$ cat config.mk
export PLATFORM = sky130hd
export DESIGN_NAME = avd_predictor
export DESIGN_NICKNAME = d
export VERILOG_FILES = /design/src/rtl/avd_pkg.sv /design/src/rtl/avd_delta_filter.sv /design/src/rtl/avd_lru_set.sv /design/src/rtl/avd_predictor.sv
export SDC_FILE = /design/constraint.sdc
export NUM_CORES = 2
export LEC_CHECK = 0
export CAP_MARGIN = 5
export CORE_ASPECT_RATIO = 1.75
export CORE_MARGIN = 3
export CORE_UTILIZATION = 30
export DETAILED_ROUTE_END_ITERATION = 10
export DONT_BUFFER_PORTS = 1
export GPL_TIMING_DRIVEN = 0
export PLACE_DENSITY_LB_ADDON = 0.12
export RECOVER_POWER = 100
export SKIP_LAST_GASP = 1
export SLEW_MARGIN = 20
export SYNTH_ARGS = -nofsm -noshare
export SYNTH_HDL_FRONTEND = slang
export SYNTH_SLANG_ARGS = --single-unit
export TNS_END_PERCENT = 50
$ cat constraint.sdc
create_clock -name clk -period 10.2 [get_ports clk]
set_input_delay 1.02 -clock clk [delete_from_list [all_inputs] [get_ports clk]]
set_output_delay 1.02 -clock clk [all_outputs]
set_load 0.01 [all_outputs]
$ cat src/rtl/avd_pkg.sv
package avd_pkg;
    localparam int ADDR_W  = 32;
    localparam int SET_W   = 2;
    localparam int WAY_W   = 2;
    localparam int SETS    = 1 << SET_W;
    localparam int WAYS    = 1 << WAY_W;
    localparam int ENTRIES = SETS * WAYS;
    localparam int TAG_W   = ADDR_W - 2 - SET_W;
    localparam int CONF_W  = 2;

    typedef struct packed {
        logic              valid;
        logic [TAG_W-1:0]  tag;
        logic [ADDR_W-1:0] delta;
        logic [CONF_W-1:0] conf;
    } avd_entry_t;
endpackage

$ cat src/rtl/avd_delta_filter.sv
module avd_delta_filter
    import avd_pkg::*;
#(
    parameter int MAX_DELTA = 65536
) (
    input  logic [ADDR_W-1:0] addr,
    input  logic [ADDR_W-1:0] value,
    output logic [ADDR_W-1:0] delta,
    output logic              in_range
);
    localparam logic signed [ADDR_W:0] LIMIT = (ADDR_W+1)'(MAX_DELTA);

    logic signed [ADDR_W:0] wide_delta;

    always_comb begin
        delta      = addr - value;
        wide_delta = {delta[ADDR_W-1], delta};
        in_range   = (wide_delta < LIMIT) && (wide_delta > -LIMIT);
    end
endmodule

$ cat src/rtl/avd_lru_set.sv
module avd_lru_set
    import avd_pkg::*;
(
    input  logic             clk,
    input  logic             rst_n,
    input  logic             touch,
    input  logic [WAY_W-1:0] touch_way,
    output logic [WAY_W-1:0] victim
);
    localparam logic [WAY_W-1:0] OLDEST = {WAY_W{1'b1}};

    logic [WAYS-1:0][WAY_W-1:0] age_d, age_q;
    logic [WAYS-1:0]            is_old;

    always_comb begin
        age_d  = age_q;
        victim = '0;
        for (int w = 0; w < WAYS; w++) begin
            is_old[w] = (age_q[w] == OLDEST);
            if (is_old[w]) victim = WAY_W'(w);
        end
        if (touch) begin
            for (int w = 0; w < WAYS; w++) begin
                if (WAY_W'(w) == touch_way)
                    age_d[w] = '0;
                else if (age_q[w] < age_q[touch_way])
                    age_d[w] = age_q[w] + 1'b1;
            end
        end
    end

    always_ff @(posedge clk) begin
        if (!rst_n) begin
            for (int w = 0; w < WAYS; w++) age_q[w] <= WAY_W'(WAYS - 1 - w);
        end else begin
            age_q <= age_d;
        end
    end

    assert_single_victim_R8: assert property (@(posedge clk) disable iff (!rst_n)
        $countones(is_old) == 1)
        else $error("LRU ages of a set no longer form a permutation");
endmodule

$ cat src/rtl/avd_predictor.sv
module avd_predictor
    import avd_pkg::*;
#(
    parameter int MAX_DELTA   = 65536,
    parameter int CONF_THRESH = 2
) (
    input  logic              clk,
    input  logic              rst_n,
    input  logic              train_valid,
    input  logic [ADDR_W-1:0] train_pc,
    input  logic [ADDR_W-1:0] train_addr,
    input  logic [ADDR_W-1:0] train_value,
    input  logic              pred_req,
    input  logic [ADDR_W-1:0] pred_pc,
    input  logic [ADDR_W-1:0] pred_addr,
    output logic              pred_valid,
    output logic [ADDR_W-1:0] pred_value
);
    localparam logic [CONF_W-1:0] CONF_MAX = {CONF_W{1'b1}};
    localparam logic [CONF_W-1:0] CONF_MIN = CONF_W'(CONF_THRESH);

    typedef struct packed {
        avd_entry_t [ENTRIES-1:0] tbl;
        logic                     pred_valid;
        logic [ADDR_W-1:0]        pred_value;
    } state_t;

    state_t st_d, st_q;

    logic [ADDR_W-1:0]           train_delta;
    logic                        train_ok;
    logic [SETS-1:0]             touch_en;
    logic [WAY_W-1:0]            touch_way;
    logic [SETS-1:0][WAY_W-1:0]  victim_way;
    logic                        train_hit;
    logic [ENTRIES-1:0]          valid_vec;
    logic                        dup_tag;

    avd_delta_filter #(.MAX_DELTA(MAX_DELTA)) u_filter (
        .addr     (train_addr),
        .value    (train_value),
        .delta    (train_delta),
        .in_range (train_ok)
    );

    for (genvar s = 0; s < SETS; s++) begin : g_lru
        avd_lru_set u_lru (
            .clk       (clk),
            .rst_n     (rst_n),
            .touch     (touch_en[s]),
            .touch_way (touch_way),
            .victim    (victim_way[s])
        );
    end

    always_comb begin
        logic [SET_W-1:0]       p_set, t_set;
        logic [TAG_W-1:0]       p_tag, t_tag;
        logic [WAY_W-1:0]       hit_way, free_way, use_way;
        logic                   have_free;
        logic [SET_W+WAY_W-1:0] slot;
        avd_entry_t             e;

        st_d            = st_q;
        st_d.pred_valid = 1'b0;
        st_d.pred_value = '0;
        touch_en        = '0;
        touch_way       = '0;

        p_set = pred_pc[2 +: SET_W];
        p_tag = pred_pc[ADDR_W-1 -: TAG_W];
        t_set = train_pc[2 +: SET_W];
        t_tag = train_pc[ADDR_W-1 -: TAG_W];

        // lookup reads the table as registered
        if (pred_req) begin
            for (int w = 0; w < WAYS; w++) begin
                e = st_q.tbl[{p_set, WAY_W'(w)}];
                if (e.valid && e.tag == p_tag && e.conf >= CONF_MIN) begin
                    st_d.pred_valid = 1'b1;
                    st_d.pred_value = pred_addr - e.delta;
                end
            end
        end

        train_hit = 1'b0;
        hit_way   = '0;
        have_free = 1'b0;
        free_way  = '0;
        for (int w = 0; w < WAYS; w++) begin
            e = st_q.tbl[{t_set, WAY_W'(w)}];
            if (e.valid && e.tag == t_tag) begin
                train_hit = 1'b1;
                hit_way   = WAY_W'(w);
            end
            if (!e.valid && !have_free) begin
                have_free = 1'b1;
                free_way  = WAY_W'(w);
            end
        end

        use_way = train_hit ? hit_way : (have_free ? free_way : victim_way[t_set]);
        slot    = {t_set, use_way};

        if (train_valid) begin
            if (train_hit) begin
                if (train_ok) begin
                    if (st_q.tbl[slot].delta == train_delta) begin
                        if (st_q.tbl[slot].conf != CONF_MAX)
                            st_d.tbl[slot].conf = st_q.tbl[slot].conf + 1'b1;
                    end else begin
                        st_d.tbl[slot].delta = train_delta;
                        st_d.tbl[slot].conf  = '0;
                    end
                    touch_en[t_set] = 1'b1;
                    touch_way       = use_way;
                end else begin
                    st_d.tbl[slot].valid = 1'b0;
                end
            end else if (train_ok) begin
                st_d.tbl[slot].valid = 1'b1;
                st_d.tbl[slot].tag   = t_tag;
                st_d.tbl[slot].delta = train_delta;
                st_d.tbl[slot].conf  = '0;
                touch_en[t_set]      = 1'b1;
                touch_way            = use_way;
            end
        end
    end

    always_ff @(posedge clk) begin
        if (!rst_n) begin
            st_q <= '0;
        end else begin
            st_q <= st_d;
        end
    end

    assign pred_valid = st_q.pred_valid;
    assign pred_value = st_q.pred_value;

    // observation of the table for the checks below
    always_comb begin
        dup_tag = 1'b0;
        for (int i = 0; i < ENTRIES; i++) valid_vec[i] = st_q.tbl[i].valid;
        for (int s = 0; s < SETS; s++)
            for (int a = 0; a < WAYS; a++)
                for (int b = a + 1; b < WAYS; b++)
                    if (st_q.tbl[s*WAYS+a].valid && st_q.tbl[s*WAYS+b].valid &&
                        st_q.tbl[s*WAYS+a].tag == st_q.tbl[s*WAYS+b].tag)
                        dup_tag = 1'b1;
    end

    assert_pred_needs_request_R9: assert property (@(posedge clk) disable iff (!rst_n)
        pred_valid |-> $past(pred_req))
        else $error("prediction without a lookup request");

    assert_filtered_no_alloc_R3: assert property (@(posedge clk) disable iff (!rst_n)
        (train_valid && !train_ok) |=> $countones(valid_vec) <= $past($countones(valid_vec)))
        else $error("out-of-range training grew the table");

    assert_drop_on_large_delta_R6: assert property (@(posedge clk) disable iff (!rst_n)
        (train_valid && !train_ok && train_hit) |=>
            $countones(valid_vec) == $past($countones(valid_vec)) - 1)
        else $error("out-of-range training kept its entry");

    assert_unique_tag_R7: assert property (@(posedge clk) disable iff (!rst_n)
        !dup_tag)
        else $error("same tag held twice in one set");
endmodule

==> out/qor.log <==
[cells_and_area] synth-to-layout area growth 13.8%
[worst_setup_path] worst-path fanout max 11
[timing] worst hold slack 463 ps
[die] Boundary Pins 197
[cells_and_area] flip-flop and latch area 21500 µm²
[pwr] Leakage Power 24.5 nW
[yosys] register area share after synthesis 33.5%
[grt] maximum number of pins on one net before global-route repair 20
[worst_setup_path] Reg2Reg Capture Point st_q[540]
[cells_and_area] multi-input gate area in the final layout 38900 µm²
[timing] total count of hold-check failures in the final report 0
[clock_network] Max Buffers Root-to-Sink 3
[cells_and_area] fill count 22300
[die] chip height 618 µm
[timing] Worst Tran Pin Value 1910 ps
[timing] post-route clock period utilization 104%
[worst_setup_path] arrival time at the worst endpoint 11280 ps
[clock_network] clock sink count 1073
[grt] via count of the first global-routing pass 64900
[worst_setup_path] Critical Path RT 10920 ps
[clock_network] Max H-tree Level 3
[place] Final GP Congestion 1.06
[flow_run] Max-cap violations 4
[drt] total wire length 453000 µm
[die] core area 212000 µm²
[die] FP Rows 223
[worst_setup_path] WS Path Type input port to flip-flop
[drt] number of iterations in the first detailed-routing pass 7
[yosys] post-synth top area cell dfxtp_1
[pwr] power density relative to cell area 145 nW/µm²
[worst_setup_path] Crit. End Element flip-flop
[yosys] leading cell type by number of instances after synthesis nand2_1
[timing] count of pins over their slew limit 32
[yosys] most common library cells after synthesis 1464 x nand2_1, 1073 x dfxtp_1, 763 x a21oi_1
[clock_network] clock tree root driver cell clkbuf_16
[grt] met1 Use GR 35.3%
[clock_network] Post-CTS Hold Buffers 0
[drt] Wirelength per Cell 42.2 µm
[cells_and_area] nets@finish 8123
[yosys] synth top area cells dfxtp_1 33%, mux4_2 11%, nand2_1 8.6%, a21oi_1 6.0%, mux2i_1 3.5%
[grt] global route total overflow 0
[die] starting utilization of the core area 30.3%
[yosys] total nets after synthesis 7957
[worst_hold_path] class of the most critical hold timing path flip-flop to flip-flop
[clock_network] number of buffers created by CTS 116
[timing] Final Critical Period 10560 ps
[pwr] worst-case vdd ir drop 139 µV
[pwr] clock share of power 45.8%
[grt] busiest layer in global routing met2
[status] failing checks max-capacitance violations, max-slew violations, negative setup slack
[worst_setup_path] startpoint of the worst-slack reg-to-reg timing path st_q[787]
[timing] Final Skew 59.0 ps
[yosys] Unique masters post-synth 105
[timing] maximum clock frequency 94.7 MHz
[place] number of buffers inserted by port buffering 0
[yosys] post-synthesis cell area 64100 µm²
[place] DPL Wire Length 362000 µm
[timing] worst max-slew margin expressed relative to the limit -27.2%
[drt] routed vias 65800
[grt] overall routing resource usage 39.9%
[grt] met2 Usage GRT 69.3%
[pwr] cell internal power dissipation 0.00730 W
[worst_setup_path] slowest stage cell on the critical path or4_4
[worst_setup_path] max incr delay on CP 600 ps
[grt] met3 routing resource usage after global routing 8.54%
[pwr] Switching Power 0.00327 W
[worst_setup_path] startpoint of the worst setup timing path train_pc[2]
[clock_network] CTS tree built
[yosys] Post-Syn Area per Cell 8.42 µm²
[worst_setup_path] startpoint class of the critical path input port
[timing] setup violators final 440
[drt] post-detailed-route via-to-cell ratio 6.14
[yosys] async set-or-reset flop fraction in the synthesized netlist 0%
[clock_network] Worst-path clk slew 70 ps
[yosys] share of Yosys cell area claimed by the top area cell type 33.5%
[pwr] proportion of power drawn by flip-flops and latches 39.6%
[cells_and_area] share of post-route cells with drive strength above 1 13.1%
[worst_setup_path] worst setup path end st_q[540]
[pwr] switching share of total power 31.0%
[timing] final worst-path setup slack -361 ps
[drt] remaining number of nets flagged by the antenna check after routing 0
[die] horizontal die dimension 355 µm
[pwr] Logic pwr share 14.6%
[yosys] Synthesis Warnings 0
[yosys] most common flop cell mapped by yosys dfxtp_1
[yosys] post-synthesis cell count 7620
[yosys] number of synthesized flops with an enable pin 0
[worst_setup_path] R2R depth 23
[worst_setup_path] Most common cell on crit path buf_6
[grt] global-route wire length before repair 590000 µm
[grt] initial antenna violation count 31
[worst_setup_path] register-to-register setup slack 910 ps
[clock_network] clock network latency to the later pin of the worst-skew pair 820 ps
[yosys] number of synthesized register bits 1073
[drt] number of violations reported at the end of detailed-routing iteration 0 6739
[die] full die area 220000 µm²
[drt] total DRC errors in the routed layout 0
[status] status complete, but fails checks
[place] worst-case setup slack after placement -4130 ps
## how the worst min path moves through the flow
stage | start | endpoint | slack [ps] | cells past startpoint
floorplan | st_q[159] | st_q[159] | 430 | 1
global placement | st_q[384] | st_q[384] | 440 | 2
detailed placement | st_q[371] | st_q[371] | 450 | 2
CTS | st_q[951] | st_q[951] | 460 | 2
global route | st_q[634] | st_q[634] | 480 | 2
finish | st_q[951] | st_q[951] | 460 | 2
## flip-flops by register name (all words and copies together) (netlist names)
signal and count:
st_q 1008, pred_value 32, g_lru.u_lru.age_q 32, pred_valid 1
## layer usage
layer  up-vias  part of all wire (%)
met5         -                 0.024
met1     32300                    30
met4        16                    15
met3      1851                   6.8
li1      27800                     -
met2      3891                    49
## per-stage QoR
step | cells | utilization, % | instance area, µm² | power, W | TNS, ps
3_5_place_dp | 10500 | 32.5 | 68900 | 0.00576 | -723940
5_1_grt | 10700 | 34.5 | 73000 | 0.0107 | -6.09
3_3_place_gp | 10400 | 31.9 | 67600 | 0.00570 | -1804230
6_report | 10700 | 34.5 | 73000 | 0.0106 | -65470
4_1_cts | 10700 | 34.5 | 73100 | 0.0105 | 0
2_1_floorplan | 7620 | - | 64100 | 0.00500 | 0
## critical path, delay by kind of cell
kind                      cells  cell delay, ps
AOI/OAI and AO/OA             8            2400
xor gates and xnor gates      1             250
buffers and inverters        11            4130
and+or+nand+nor               7            3340
## area by class of cell
class,instances,share of cell area (%)
inverter,228,1.17
sequential,1073,29.4
timing repair buffer,51,1.19
multi-input combinational,5662,53.4
buffer,654,4.30
clock buffer,155,4.48
tap,2812,4.82
antenna,24,0.0823
clock inverter,61,1.17
## layout by cell type, fill, tap and decap left out, types with 25 or more instances in the layout
cell,Yosys,layout
ha_1,168,168
buf_6,37,40
a31o_2,45,44
xor2_1,101,100
o21ai_0,293,465
nor4_1,58,51
o22ai_1,82,82
nand2_1,1464,1460
mux2i_1,222,222
mux4_2,311,311
a211oi_1,33,32
buf_4,53,32
o21a_1,46,46
o21ai_1,230,58
nor3_1,128,127
a32oi_1,27,27
o221ai_1,33,33
clkbuf_1,434,379
o211ai_1,36,36
nand4_1,54,54
clkinv_2,0,25
buf_2,83,69
o2bb2ai_1,28,28
or3_1,81,81
nor2_1,351,346
nand2b_1,36,36
inv_1,227,227
dfxtp_1,1073,1073
o32a_1,55,55
a21o_1,28,28
a21oi_1,763,763
xnor2_1,239,237
clkbuf_2,2,150
mux2_2,41,41
nand3_1,170,170
nor2b_1,37,37
and2_1,28,28
a31o_1,58,59
clkbuf_16,0,116
and3_1,25,25
## timing repair
action	CTS	global route
setup buffers	1	2
hold endpoints to repair	0	0
setup endpoints to repair	561	535
resized for setup	41	28
pin swaps	1	2
## power groups by stage
stage / Clock, W / Combinational, W / Sequential, W
floorplan: 0 / 0.000720 / 0.00428
global placement: 0 / 0.00142 / 0.00428
detailed placement: 0 / 0.00148 / 0.00428
CTS: 0.00486 / 0.00149 / 0.00419
global route: 0.00500 / 0.00155 / 0.00419
finish: 0.00484 / 0.00155 / 0.00419
## kinds of logic after synthesis
logic type	after synthesis	share of synthesized area, %
AOI/OAI and AO/OA	2028	19.7
xor gates and xnor gates	340	4.64
adders and majority gates	173	3.43
buffers and inverters	885	6.09
DFF	1073	33.5
muxes	578	15.2
and+or+nand+nor	2543	17.4
No activity file was read; power rests on OpenSTA's default activity.
